===== config.mk =====
export PLATFORM = sky130hd
export DESIGN_NAME = dual_reg_i2c_slave
export DESIGN_NICKNAME = d
export VERILOG_FILES = /design/src/rtl/dreg_i2c_pkg.sv /design/src/rtl/dreg_line_cond.sv /design/src/rtl/dreg_cmd_fsm.sv /design/src/rtl/dreg_bank.sv /design/src/rtl/dual_reg_i2c_slave.sv
export SDC_FILE = /design/constraint.sdc
export NUM_CORES = 1
export LEC_CHECK = 0
export BUFFER_PORTS_ARGS = -buffer_cell sky130_fd_sc_hd__buf_2
export CORE_ASPECT_RATIO = 1.25
export CORE_MARGIN = 2
export CORE_UTILIZATION = 35
export CTS_CLUSTER_DIAMETER = 50
export DETAILED_ROUTE_END_ITERATION = 10
export GPL_ROUTABILITY_DRIVEN = 1
export MAX_ROUTING_LAYER = met4
export PLACE_DENSITY_LB_ADDON = 0.05
export SLEW_MARGIN = 30
export SYNTH_ARGS = -nofsm -noshare
export SYNTH_HDL_FRONTEND = slang
export SYNTH_SLANG_ARGS = --single-unit

===== constraint.sdc =====
create_clock -name clk -period 2 [get_ports clk]
set_input_delay 0.2 -clock clk [delete_from_list [all_inputs] [get_ports clk]]
set_output_delay 0.2 -clock clk [all_outputs]
set_load 0.01 [all_outputs]

===== src/rtl/dreg_i2c_pkg.sv =====
// Shared constants and types for the two-register serial command slave.
// Assumes byte-wide frames and exactly two setting registers.
package dreg_i2c_pkg;
    localparam int BYTE_W    = 8;
    localparam int NUM_SLOTS = 2;
    localparam int SLOT_W    = $clog2(NUM_SLOTS);
    localparam int CNT_W     = $clog2(BYTE_W + 1);
    localparam int ADDR_W    = 7;
    localparam int STRAP_W   = 2;
    localparam int PREFIX_W  = ADDR_W - STRAP_W;
    // instruction byte field positions (decoded by the bank)
    localparam int F_SEL = 7;
    localparam int F_RS  = 6;
    localparam int F_SD  = 5;
    localparam int F_O1  = 4;
    localparam int F_O2  = 3;

    typedef enum logic [2:0] {
        ST_IDLE, ST_ADDR, ST_INSTR, ST_WDATA, ST_RDATA, ST_ACK, ST_WAIT
    } slv_state_e;
endpackage


===== src/rtl/dreg_line_cond.sv =====
// Bus line conditioner: synchronizes SCL and SDA and flags SCL edges and
// start/stop conditions, each as a one-cycle pulse.
// Assumes SYNC_STAGES >= 2 and a system clock far faster than SCL.
module dreg_line_cond #(
    parameter int SYNC_STAGES = 2
) (
    input  logic clk,
    input  logic rst_n,
    input  logic scl_in,
    input  logic sda_in,
    output logic scl_lvl,
    output logic sda_lvl,
    output logic scl_rise,
    output logic scl_fall,
    output logic start_det,
    output logic stop_det
);
    logic [SYNC_STAGES-1:0] scl_sync, sda_sync;
    logic scl_prev, sda_prev;

    // synchronizer chains plus one delayed copy for edge detection
    always_ff @(posedge clk) begin
        if (!rst_n) begin
            scl_sync <= '1;
            sda_sync <= '1;
            scl_prev <= 1'b1;
            sda_prev <= 1'b1;
        end else begin
            scl_sync <= {scl_sync[SYNC_STAGES-2:0], scl_in};
            sda_sync <= {sda_sync[SYNC_STAGES-2:0], sda_in};
            scl_prev <= scl_lvl;
            sda_prev <= sda_lvl;
        end
    end

    // edge and bus-condition decode
    always_comb begin
        scl_lvl   = scl_sync[SYNC_STAGES-1];
        sda_lvl   = sda_sync[SYNC_STAGES-1];
        scl_rise  = scl_lvl & ~scl_prev;
        scl_fall  = ~scl_lvl & scl_prev;
        start_det = scl_lvl & scl_prev & sda_prev & ~sda_lvl;
        stop_det  = scl_lvl & scl_prev & ~sda_prev & sda_lvl;
    end
endmodule


===== src/rtl/dreg_cmd_fsm.sv =====
// Frame engine: shifts bytes in on SCL rising edges, decides the acknowledge
// at the SCL fall after the 8th bit, drives read data on SCL falls, and
// issues write strobes to the register bank at the acknowledges.
// Assumes conditioned single-cycle edge pulses from dreg_line_cond.
module dreg_cmd_fsm
    import dreg_i2c_pkg::*;
#(
    parameter logic [PREFIX_W-1:0] ADDR_PREFIX = 5'b01011
) (
    input  logic               clk,
    input  logic               rst_n,
    input  logic               scl_lvl,
    input  logic               sda_lvl,
    input  logic               scl_rise,
    input  logic               scl_fall,
    input  logic               start_det,
    input  logic               stop_det,
    input  logic [STRAP_W-1:0] strap_addr,
    input  logic [BYTE_W-1:0]  rd_data,
    output logic               sda_oe,
    output logic               instr_we,
    output logic [SLOT_W-1:0]  instr_sel,
    output logic               instr_rs,
    output logic               instr_sd,
    output logic               instr_o1,
    output logic               instr_o2,
    output logic               data_we,
    output logic [BYTE_W-1:0]  data_byte
);
    slv_state_e         state, after;
    logic [CNT_W-1:0]   cnt;
    logic [BYTE_W-1:0]  shreg, tx;
    logic               rs_pend;
    logic               addr_hit, byte_done;

    // address match and end-of-byte decode
    always_comb begin
        addr_hit  = (shreg[BYTE_W-1:1] == {ADDR_PREFIX, strap_addr});
        byte_done = scl_fall && (cnt == CNT_W'(BYTE_W));
    end

    // frame sequencing, acknowledge and transmit shifting
    always_ff @(posedge clk) begin
        if (!rst_n) begin
            state    <= ST_IDLE;
            after    <= ST_IDLE;
            cnt      <= '0;
            shreg    <= '0;
            tx       <= '1;
            sda_oe   <= 1'b0;
            rs_pend  <= 1'b0;
            instr_we <= 1'b0;
            data_we  <= 1'b0;
        end else begin
            instr_we <= 1'b0;
            data_we  <= 1'b0;
            if (stop_det) begin
                state  <= ST_IDLE;
                sda_oe <= 1'b0;
                cnt    <= '0;
            end else if (start_det) begin
                state   <= ST_ADDR;
                sda_oe  <= 1'b0;
                cnt     <= '0;
                rs_pend <= 1'b0;
            end else begin
                case (state)
                    ST_ADDR, ST_INSTR, ST_WDATA: begin
                        if (scl_rise && cnt != CNT_W'(BYTE_W)) begin
                            shreg <= {shreg[BYTE_W-2:0], sda_lvl};
                            cnt   <= cnt + CNT_W'(1);
                        end else if (byte_done) begin
                            cnt <= '0;
                            if (state == ST_ADDR) begin
                                if (addr_hit) begin
                                    sda_oe <= 1'b1;
                                    state  <= ST_ACK;
                                    after  <= shreg[0] ? ST_RDATA : ST_INSTR;
                                end else begin
                                    state <= ST_WAIT;
                                end
                            end else if (state == ST_INSTR) begin
                                sda_oe   <= 1'b1;
                                state    <= ST_ACK;
                                after    <= ST_WDATA;
                                instr_we <= 1'b1;
                                rs_pend  <= shreg[F_RS];
                            end else begin
                                sda_oe  <= 1'b1;
                                state   <= ST_ACK;
                                after   <= ST_WAIT;
                                data_we <= !rs_pend;
                            end
                        end
                    end
                    ST_ACK: begin
                        if (scl_fall) begin
                            state <= after;
                            if (after == ST_RDATA) begin
                                tx     <= rd_data;
                                sda_oe <= ~rd_data[BYTE_W-1];
                            end else begin
                                sda_oe <= 1'b0;
                            end
                        end
                    end
                    ST_RDATA: begin
                        if (scl_fall) begin
                            tx     <= {tx[BYTE_W-2:0], 1'b1};
                            sda_oe <= ~tx[BYTE_W-2];
                        end else if (scl_rise) begin
                            if (cnt == CNT_W'(BYTE_W)) begin
                                state  <= ST_WAIT;
                                sda_oe <= 1'b0;
                                cnt    <= '0;
                            end else begin
                                cnt <= cnt + CNT_W'(1);
                            end
                        end
                    end
                    default: ;
                endcase
            end
        end
    end

    // instruction fields and data byte presented with the strobes
    always_comb begin
        instr_sel = SLOT_W'(shreg[F_SEL]);
        instr_rs  = shreg[F_RS];
        instr_sd  = shreg[F_SD];
        instr_o1  = shreg[F_O1];
        instr_o2  = shreg[F_O2];
        data_byte = shreg;
    end


    oe_rise_scl_low_chk: assert property (@(posedge clk) disable iff (!rst_n)
        $rose(sda_oe) |-> !scl_lvl);

    wait_released_chk: assert property (@(posedge clk) disable iff (!rst_n)
        (state == ST_WAIT) |-> !sda_oe);

    ack_hold_chk: assert property (@(posedge clk) disable iff (!rst_n)
        (state == ST_ACK && !scl_fall && !start_det && !stop_det) |=> sda_oe);
endmodule


===== src/rtl/dreg_bank.sv =====
// Setting register bank: two byte registers plus select, shutdown and
// output latches, written by strobes from the frame engine.
// Assumes instr_we and data_we never pulse in the same cycle.
module dreg_bank
    import dreg_i2c_pkg::*;
#(
    parameter logic [BYTE_W-1:0] MIDSCALE = 8'h80
) (
    input  logic              clk,
    input  logic              rst_n,
    input  logic              instr_we,
    input  logic [SLOT_W-1:0] instr_sel,
    input  logic              instr_rs,
    input  logic              instr_sd,
    input  logic              instr_o1,
    input  logic              instr_o2,
    input  logic              data_we,
    input  logic [BYTE_W-1:0] data_in,
    output logic [BYTE_W-1:0] slot_q [NUM_SLOTS],
    output logic [BYTE_W-1:0] rd_data,
    output logic              shdn_q,
    output logic              gpo1_q,
    output logic              gpo2_q
);
    logic [SLOT_W-1:0] sel_q;

    // control latches, updated at the instruction acknowledge
    always_ff @(posedge clk) begin
        if (!rst_n) begin
            sel_q  <= '0;
            shdn_q <= 1'b0;
            gpo1_q <= 1'b0;
            gpo2_q <= 1'b0;
        end else if (instr_we) begin
            sel_q  <= instr_sel;
            shdn_q <= instr_sd;
            gpo1_q <= instr_o1;
            gpo2_q <= instr_o2;
        end
    end

    for (genvar g = 0; g < NUM_SLOTS; g++) begin : g_slot
        // one setting register: midscale reset or data write
        always_ff @(posedge clk) begin
            if (!rst_n)
                slot_q[g] <= MIDSCALE;
            else if (instr_we && instr_rs && instr_sel == SLOT_W'(g))
                slot_q[g] <= MIDSCALE;
            else if (data_we && sel_q == SLOT_W'(g))
                slot_q[g] <= data_in;
        end


        rs_midscale_chk: assert property (@(posedge clk) disable iff (!rst_n)
            (instr_we && instr_rs && instr_sel == SLOT_W'(g)) |=> slot_q[g] == MIDSCALE);

        data_write_chk: assert property (@(posedge clk) disable iff (!rst_n)
            (data_we && sel_q == SLOT_W'(g)) |=> slot_q[g] == $past(data_in));
    end

    // read source follows the current selection
    always_comb rd_data = slot_q[sel_q];
endmodule


===== src/rtl/dual_reg_i2c_slave.sv =====
// Top of the two-register serial command slave: line conditioner, frame
// engine and register bank. Assumes SCL far slower than clk (at least
// about ten clk periods per SCL phase) and no clock stretching.
module dual_reg_i2c_slave
    import dreg_i2c_pkg::*;
#(
    parameter int                  SYNC_STAGES = 2,
    parameter logic [PREFIX_W-1:0] ADDR_PREFIX = 5'b01011,
    parameter logic [BYTE_W-1:0]   MIDSCALE    = 8'h80
) (
    input  logic               clk,
    input  logic               rst_n,
    input  logic               scl_in,
    input  logic               sda_in,
    input  logic [STRAP_W-1:0] strap_addr,
    output logic               sda_oe,
    output logic [BYTE_W-1:0]  reg1_q,
    output logic [BYTE_W-1:0]  reg2_q,
    output logic               shdn_q,
    output logic               gpo1_q,
    output logic               gpo2_q
);
    logic scl_lvl, sda_lvl, scl_rise, scl_fall, start_det, stop_det;
    logic instr_we, instr_rs, instr_sd, instr_o1, instr_o2, data_we;
    logic [SLOT_W-1:0] instr_sel;
    logic [BYTE_W-1:0] data_byte, rd_data;
    logic [BYTE_W-1:0] slot_q [NUM_SLOTS];

    dreg_line_cond #(.SYNC_STAGES(SYNC_STAGES)) cond_i (
        .clk(clk), .rst_n(rst_n), .scl_in(scl_in), .sda_in(sda_in),
        .scl_lvl(scl_lvl), .sda_lvl(sda_lvl), .scl_rise(scl_rise),
        .scl_fall(scl_fall), .start_det(start_det), .stop_det(stop_det));

    dreg_cmd_fsm #(.ADDR_PREFIX(ADDR_PREFIX)) fsm_i (
        .clk(clk), .rst_n(rst_n), .scl_lvl(scl_lvl), .sda_lvl(sda_lvl),
        .scl_rise(scl_rise), .scl_fall(scl_fall), .start_det(start_det),
        .stop_det(stop_det), .strap_addr(strap_addr), .rd_data(rd_data),
        .sda_oe(sda_oe), .instr_we(instr_we), .instr_sel(instr_sel),
        .instr_rs(instr_rs), .instr_sd(instr_sd), .instr_o1(instr_o1),
        .instr_o2(instr_o2), .data_we(data_we), .data_byte(data_byte));

    dreg_bank #(.MIDSCALE(MIDSCALE)) bank_i (
        .clk(clk), .rst_n(rst_n), .instr_we(instr_we), .instr_sel(instr_sel),
        .instr_rs(instr_rs), .instr_sd(instr_sd), .instr_o1(instr_o1),
        .instr_o2(instr_o2), .data_we(data_we), .data_in(data_byte),
        .slot_q(slot_q), .rd_data(rd_data), .shdn_q(shdn_q),
        .gpo1_q(gpo1_q), .gpo2_q(gpo2_q));

    // expose the two setting registers
    always_comb begin
        reg1_q = slot_q[0];
        reg2_q = slot_q[1];
    end
endmodule


* Word-level counts from Yosys, hierarchy flattened
Index checks and enable logic that the tools add are counted.
Storage, ports and cells: register bits after elaboration 55, input bits 6, output and inout port bits 20
Cells by class: add/sub/neg operators 1, $lt $le $gt $ge 1, equal/unequal tests 30, muxes and demuxes 44, bitwise operators 22, reduce and logical (&&, ||, !) cells 30
Operators by type and width (number):
- $mux 3 | 10
- $mux 8 | 3
- $mux 7 | 3
- $reduce_and 7->1 | 3
- $mux 4 | 5
- $reduce_and 6->1 | 3
- $mux 1 | 17
- $ne 3x2->1 const B | 5
- $ne 2x1->1 const B | 7
- $not 1->1 | 14
- $pmux 7 s2 | 1
- $reduce_bool 2->1 | 5
- $eq 3x3->1 const B | 3
- $ne 3x1->1 const B | 3
- $pmux 3 s3 | 1
- $ne 2x2->1 const B | 4
- $pmux 4 s2 | 1
- $reduce_and 4->1 | 2
- $reduce_or 8->1 | 1
- $and 1x1->1 | 7
- $eq 7x6->1 | 1
- $logic_and 1x1->1 | 7
- $reduce_or 7->1 | 1
- $eq 3x2->1 const B | 2
- 14 further kinds | 19

* Logic depth before layout (Yosys ltp)
Gate-level depths: netlist of run 1.
word-level depth 8, mapped depth 7

* Hierarchy
Synthesis of run 1 repeated with hierarchy kept, for this count alone.
Unflattened totals: cell total of the unflattened synthesis 294, area total of the unflattened synthesis 2653.8 sq um
Modules (own cells, without submodules):
- dreg_cmd_fsm | instances 1, cells an instance 182, area each 1591.5 sq um, sequential area each 580.6 sq um
- dreg_bank | instances 1, cells an instance 96, area each 872.1 sq um, sequential area each 400.4 sq um
- dreg_line_cond | instances 1, cells an instance 16, area each 190.2 sq um, sequential area each 120.1 sq um

* Least setup slack after synthesis of run 1
No wires, ideal clock.
path kind register to register, start point register fsm_i.cnt[0], end point register fsm_i.state[1], arrival 1.708 ns, required time 1.927 ns, slack 0.219 ns, cell stages (with the launch flop) 8, path through dfxtp_1 -> inv_1 -> ha_1 -> nand3b_4 -> or4_1 -> buf_2 -> a211o_1 -> o22ai_2
Between the ends: word-level cells in the longest chain between the ends 4, elaborated cells on any way between the ends 8
Ends and longest elaborated chain:
- start: declaration | line dreg_cmd_fsm.sv:31 | logic [CNT_W-1:0] cnt;
- start signal: assignment | line dreg_cmd_fsm.sv:71 | cnt <= cnt + CNT_W'(1);
- start signal: assignment | line dreg_cmd_fsm.sv:117 | cnt <= cnt + CNT_W'(1);
- $eq 4x4->1 / $ne 4x4->1 (equally long branches) | line dreg_cmd_fsm.sv:39, dreg_cmd_fsm.sv:112, dreg_cmd_fsm.sv:69
- $logic_and 1x1->1 (on tied branches) | line dreg_cmd_fsm.sv:39, dreg_cmd_fsm.sv:69
- $ne 2x1->1 (no line) / $ne 2x2->1 (equally long branches)
- $reduce_and 7->1 (no line) *
- end signal: assignment | line dreg_cmd_fsm.sv:98 | state <= after;
- end: declaration | line dreg_cmd_fsm.sv:30 | slv_state_e state, after;
Every way passes the cells marked *; elsewhere a longest branch is shown, timed or not. A chain may end at the register's enable or synchronous reset.

* Final worst setup path of run 1
start point register cond_i.scl_prev, end point register fsm_i.sda_oe
Between the ends: word-level cells in the longest chain between the ends 5, elaborated cells on any way between the ends 19
Ends and longest elaborated chain:
- start: declaration | line dreg_line_cond.sv:19 | logic scl_prev, sda_prev;
- start signal: assignment | line dreg_line_cond.sv:31 | scl_prev <= scl_lvl;
- $not 1->1 | line dreg_line_cond.sv:40 | scl_rise = scl_lvl & ~scl_prev;
- $and 1x1->1 | line dreg_line_cond.sv:40
- $logic_and 1x1->1 | line dreg_cmd_fsm.sv:69 | if (scl_rise && cnt != CNT_W'(BYTE_W)) begin
- $ne 2x2->1 (no line)
- $reduce_and 7->1 (no line)
- end signal: assignment | line dreg_cmd_fsm.sv:101 | sda_oe <= ~rd_data[BYTE_W-1];
- end signal: assignment | line dreg_cmd_fsm.sv:110 | sda_oe <= ~tx[BYTE_W-2];
- end: declaration | line dreg_cmd_fsm.sv:20 | output logic sda_oe,
Several ways; a longest one is shown, not always the timed one.

==> results of run 1 <==
==> registers in the layout (all words and copies together), names as in the netlist <==
| register | flops |
|---|---|
| fsm_i.state | 3 |
| bank_i.gpo1_q | 1 |
| fsm_i.data_byte | 8 |
| fsm_i.rs_pend | 1 |
| cond_i.scl_sync | 2 |
| fsm_i.instr_we | 1 |
| bank_i.shdn_q | 1 |
| bank_i.gpo2_q | 1 |
| cond_i.scl_prev | 1 |
| fsm_i.data_we | 1 |
| fsm_i.after | 3 |
| bank_i.sel_q | 1 |
| cond_i.sda_sync | 2 |
| fsm_i.tx | 7 |
| fsm_i.cnt | 4 |
| bank_i.slot_q | 16 |
| cond_i.sda_prev | 1 |
| fsm_i.sda_oe | 1 |
==> cell families after synthesis <==
group | after synthesis | share of synthesized area (%)
buf+inv | 28 | 4.20
flops | 55 | 41.1
mux | 18 | 6.72
compound gates | 81 | 19.3
simple gates | 129 | 24.6
xor+xnor | 4 | 1.31
fa+ha+maj | 6 | 2.80
==> area by class of cell <==
type,count,area share [%]
sequential,55,35.1
inverter,9,1.08
multi-input combinational,238,46.8
timing repair buffer,52,10.5
clock inverter,3,0.718
clock buffer,5,2.19
tap,92,3.67
==> how the worst min path moves through the flow <==
stage	from	to	slack [ns]	cells past startpoint
floorplan	scl_in	cond_i.scl_sync[0]	0.30	1
global placement	scl_in	cond_i.scl_sync[0]	0.38	2
detailed placement	sda_in	cond_i.sda_sync[0]	0.39	2
CTS	sda_in	cond_i.sda_sync[0]	0.05	2
global route	sda_in	cond_i.sda_sync[0]	0.07	2
finish	scl_in	cond_i.scl_sync[0]	0.05	2
==> worst max-delay path, cell delays in order, from the launching register on <==
cell,delay (ns)
dfxtp_1,0.41
inv_1,0.06
ha_1,0.30
or4_1,0.54
and3_1,0.19
o221a_2,0.27
==> where the power goes <==
part / total, mW / leakage (nW) / internal, mW / switching (mW)
logic: 0.0999 / 0.749 / 0.0375 / 0.0625
clock network: 0.664 / 0.0489 / 0.255 / 0.409
registers: 1.11 / 0.445 / 1.10 / 0.00610
==> cell usage after synthesis (all sizes together) (4+ instances only) <==
| cell type | number | share of area [%] |
|---|---|---|
| dfxtp | 55 | 41 |
| nand2 | 52 | 7.3 |
| a21oi | 34 | 6.3 |
| nand3 | 22 | 4.1 |
| mux2i | 18 | 6.7 |
| nor2 | 16 | 2.2 |
| o21ai | 14 | 2.6 |
| clkbuf | 13 | 1.8 |
| nand2b | 10 | 2.3 |
| inv | 9 | 1.3 |
| o211ai | 8 | 2.2 |
| buf | 6 | 1.1 |
| ha | 6 | 2.8 |
| nand4b | 5 | 1.6 |
| nor2b | 4 | 0.93 |
==> layer usage <==
layer  vias up  part of all wire (%)  global-route usage (%)
met5         -                     0                       -
met4         0                   1.9                    5.51
met3        10                   2.2                    2.39
met2        29                    49                    30.1
met1      1105                    47                    24.4
li1       1222                     -                       -
==> reports/metrics.csv, run 1 <==
stage,metric,value,unit
finish,area.sequential,1100,um2
place,post-place-cells,446,
timing,setup_viol,0,
finish,final_area,3140,um2
power_and_ir_drop,p_total,1.87,mW
global_routing,grt_max_degree,19,
synthesis,async_flop_share,0,%
setup_path,reg2regPathDepth,5,
timing,tightest_slew,0.698,ns
cts,root_buffer,clkbuf_8,
floorplan,rows,35,
floorplan,ios,26,
setup_path,startpoint_type,register,
timing,tns,0,ns
drt,wl_per_cell,15.5,um
cts,clockBufferDepth,2,
drt,drtPass1Iterations,4,
timing,fin_crit_sh,93.2,%
finish,diodes,0,
setup_path,cp-endpoint,fsm_i.sda_oe,
drt,via_count,2366,
setup_path,rr_endpoint,fsm_i.sda_oe,
global_routing,grt_first_pass_wirelength,11.5,mm
global_routing,track_usage,18.7,%
finish,mostFrequentLayoutCells,"dfxtp_1 (55), nand2_1 (52), a21oi_1 (34)",
finish,syn_to_final_growth,17.0,%
drt,ant_nets,0,
setup_path,crit_arrival,2.09,ns
synthesis,ys_dominant_reg_cell,dfxtp_1,
outcome,run_status,"complete, no violations",
finish,final_util,42.4,%
cts,htreeDepth,2,
synthesis,yosys_warnings,0,
drt,wl,7.05,mm
setup_path,r2r-start,cond_i.scl_prev,
place,io_buffers,25,
run,max_cap_viol_count,0,
drt,drcViolationCount,0,
cts,worstSkewPairLatency,0.32,ns
finish,fillerInstances,765,
place,post-place-ws,0.148,ns
power_and_ir_drop,p_leak,1.24,nW
cts,cts_buffers,5,
timing,clock.fmax,537,MHz
floorplan,core-area,7400,um2
synthesis,syn_nets,333,
power_and_ir_drop,power_density,597,nW/um2
setup_path,critPathCaptureType,register,
timing,period_needed,1.86,ns
timing,clock_skew,0.0135,ns
setup_path,crit_path_max_fanout,4,
drt,drtIter0Drc,183,
place,placed_area,3040,um2
finish,multi_input_area,1470,um2
synthesis,syn-cell-area,2680,um2
cts,holdBufCountCts,0,
setup_path,crit_type,reg -> reg,
timing,drv_slew,0,
cts,clk_pin_slew_worst_paths,0.11,ns
synthesis,ys_types,50,
synthesis,avgSynthCellArea,8.35,um2
hold_path,min_path_type,in -> reg,
floorplan,fp.dieH,102,um
floorplan,start_util,36.2,%
synthesis,synthCells,321,
cts,cts_setup_buffers,0,
finish,fin_cells,454,
drt,viasPerCell,5.21,
cts,cts_resized,0,
place,dp_hpwl,5.18,mm
finish,layout-drive-gt1-share,18.8,%
finish,layout.nets,373,
timing,layout_setup_ws,0.137,ns
setup_path,startpoint,cond_i.scl_prev,
cts,clock-sinks,55,
finish,layout_commonest_cell,dfxtp_1,
floorplan,fp.dieArea,8380,um2
timing,rsz0062_at_grt,false,
timing,whs,0.0517,ns
global_routing,grt_pass1_vias,2235,
cts,cts_tree,done,
timing,slew_headroom,53.5,%
floorplan,die_x,82.3,um
synthesis,synth_edf_count,0,
power_and_ir_drop,ir_worst_vdd,0.280,mV
timing,finalHoldViolCount,0,
synthesis,synth-seq-cells,55,
global_routing,antenna_found_initial,0,
global_routing,grt_remaining_overflow,0,
place,gp_congestion,0.878,
setup_path,crit_required,2.23,ns
setup_path,r2r_slack,0.14,ns
synthesis,yosysSeqAreaShare,41.1,%
Note: power is estimated with default switching activity, not from simulation.
==> run 2: changes to the inputs <==
--- a/config.mk
+++ b/config.mk
@@ -6,7 +6,7 @@
 export NUM_CORES = 1
 export LEC_CHECK = 0
 export BUFFER_PORTS_ARGS = -buffer_cell sky130_fd_sc_hd__buf_2
-export CORE_ASPECT_RATIO = 1.25
+export CORE_ASPECT_RATIO = 0.9
 export CORE_MARGIN = 2
 export CORE_UTILIZATION = 35
 export CTS_CLUSTER_DIAMETER = 50
==> reports/metrics.csv, run 2 (synthesis results as in run 1) <==
stage,metric,value,unit,change
outcome,run_status,"complete, no violations",,
global_routing,antenna_found_initial,0,,unchanged
setup_path,crit_type,reg -> reg,,
finish,layout-drive-gt1-share,18.6,%,-0.22 points
cts,holdBufCountCts,0,,unchanged
timing,clock_skew,0.00885,ns,-0.00465 ns
finish,largest_reg_flops,16,,unchanged
cts,cts_setup_buffers,0,,unchanged
global_routing,grt_max_degree,20,,+1
finish,layout_commonest_cell,dfxtp_1,,
cts,clockBufferDepth,2,,unchanged
finish,regMostFlops,bank_i.slot_q,,
floorplan,core-area,7470,um2,+0.93%
hold_path,worstHoldPathCells,2,,unchanged
floorplan,ios,26,,unchanged
timing,rsz0062_at_grt,false,,
cts,clock-sinks,55,,unchanged
setup_path,critPathMaxStageDelay,0.55,ns,about the same
finish,diodes,0,,unchanged
setup_path,startpoint_type,register,,
drt,viasPerCell,5.23,,+0.44%
hold_path,hold_path_end,cond_i.sda_sync[0],,
cts,cts_buffers,5,,unchanged
power_and_ir_drop,p_leak,1.25,nW,+0.43%
floorplan,rows,30,,-14%
place,gp_congestion,0.857,,-2.4%
floorplan,fp.dieArea,8370,um2,about the same
cts,htreeDepth,2,,unchanged
cts,cts_tree,done,,
drt,wl_per_cell,15.5,um,-0.22%
finish,final_util,42.3,%,-0.072 points
run,max_cap_viol_count,0,,unchanged
global_routing,grt_pass1_vias,2249,,+0.63%
global_routing,grtUsageMet3,2.86,%,+0.47 points
timing,finalHoldViolCount,0,,unchanged
hold_path,hp-start,sda_in,,
setup_path,slowest_stage,or4_1,,
timing,setup_viol,0,,unchanged
cts,worstSkewPairLatency,0.31,ns,about the same
global_routing,met2_usage,26.3,%,-3.9 points
setup_path,r2r_slack,0.14,ns,about the same
global_routing,use_met1,27.5,%,+3.1 points
floorplan,fp.dieH,87.0,um,-15%
setup_path,rr_endpoint,fsm_i.state[1],,
timing,tightest_slew,0.601,ns,-0.0967 ns
power_and_ir_drop,ir_worst_vdd,0.287,mV,+2.4%
cts,root_buffer,clkbuf_8,,
timing,tns,0,ns,unchanged
hold_path,min_path_type,in -> reg,,
floorplan,start_util,35.9,%,-0.33 points
drt,drtIter0Drc,183,,unchanged
setup_path,crit_required,2.24,ns,about the same
timing,clock.fmax,539,MHz,+0.44%
setup_path,crit_arrival,2.09,ns,about the same
cts,cts_resized,0,,unchanged
drt,via_count,2392,,+1.1%
power_and_ir_drop,power_density,628,nW/um2,+5.2%
setup_path,r2r-start,fsm_i.cnt[0],,
drt,ant_nets,0,,unchanged
drt,wl,7.08,mm,+0.44%
global_routing,grt_first_pass_wirelength,11.6,mm,+0.66%
drt,drtPass1Iterations,6,,+2
finish,syn_to_final_growth,17.9,%,
global_routing,track_usage,18.5,%,-0.23 points
place,io_buffers,25,,unchanged
drt,drcViolationCount,0,,unchanged
finish,mostFrequentLayoutCells,"dfxtp_1 (55), nand2_1 (52), a21oi_1 (34)",,
setup_path,critical_path.cell_chain,inv_1 -> ha_1 -> nand3b_4 -> or4_1 -> a211o_1 -> o22ai_2,,
global_routing,grt_remaining_overflow,0,,unchanged
timing,slew_headroom,59.6,%,+6.2 points
timing,fin_crit_sh,92.8,%,-0.41 points
finish,layout.nets,372,,-0.27%
setup_path,reg2regPathDepth,6,,+1
setup_path,crit_path_max_fanout,6,,+2
setup_path,startpoint,fsm_i.cnt[0],,
timing,drv_slew,0,,unchanged
floorplan,die_x,96.2,um,+17%
setup_path,critPathCaptureType,register,,
global_routing,grt_busiest_layer,met1,,
timing,period_needed,1.86,ns,-0.00815 ns
place,dp_hpwl,5.19,mm,+0.21%
timing,whs,0.0716,ns,+0.0200 ns
cts,clk_pin_slew_worst_paths,0.10,ns,about the same
run 2: cell types whose count changed in the layout (fill, tap and decap cells not counted), sizes merged:
cell and change:
buf -1, inv -2, bufinv +1, clkbuf +1
run 2: critical path: cells and delay by family (launching register included):
family,cells,cell delay (ns)
and+or+nand+nor,2,0.68
buffers and inverters,1,0.07
adders and majority gates,1,0.25
AOI/OAI and AO/OA,2,0.43
DFF,1,0.36
run 2: per-stage QoR:
step	instance area, um2	setup slack (ns)	instances	total power, mW
2_1_floorplan	2680	0.219	321	1.19
3_3_place_gp	3040	0.204	449	1.24
3_5_place_dp	3040	0.170	449	1.23
4_1_cts	3160	0.145	457	2.02
5_1_grt	3160	0.0261	457	2.06
6_report	3160	0.145	457	1.98
run 2: final cells by class:
cell class | count | area [um2]
clock inverter | 2 | 35.0
fill | 767 | 4310
inverter | 9 | 33.8
timing repair buffer | 51 | 320
clock buffer | 6 | 82.6
sequential | 55 | 1100
multi-input combinational | 238 | 1470
tap | 96 | 120
run 2: metal layers:
metal	part of all wire, %	wire length (um)
met1	52	3710
met2	43	3050
met3	3.7	263
met4	0.75	53
met5	0	0
run 2: worst max-delay path by stage:
| stage | endpoint | slack [ns] |
|---|---|---|
| 2_1_floorplan | fsm_i.state[1] | 0.22 |
| 6_report | fsm_i.state[1] | 0.14 |
| 3_3_place_gp | fsm_i.state[1] | 0.20 |
| 5_1_grt | fsm_i.sda_oe | 0.03 |
| 4_1_cts | fsm_i.state[1] | 0.15 |
| 3_5_place_dp | fsm_i.sda_oe | 0.17 |
run 2: power breakdown:
group | switching, mW | internal (mW)
clock network | 0.368 | 0.406
logic | 0.0633 | 0.0387
registers | 0.00584 | 1.10
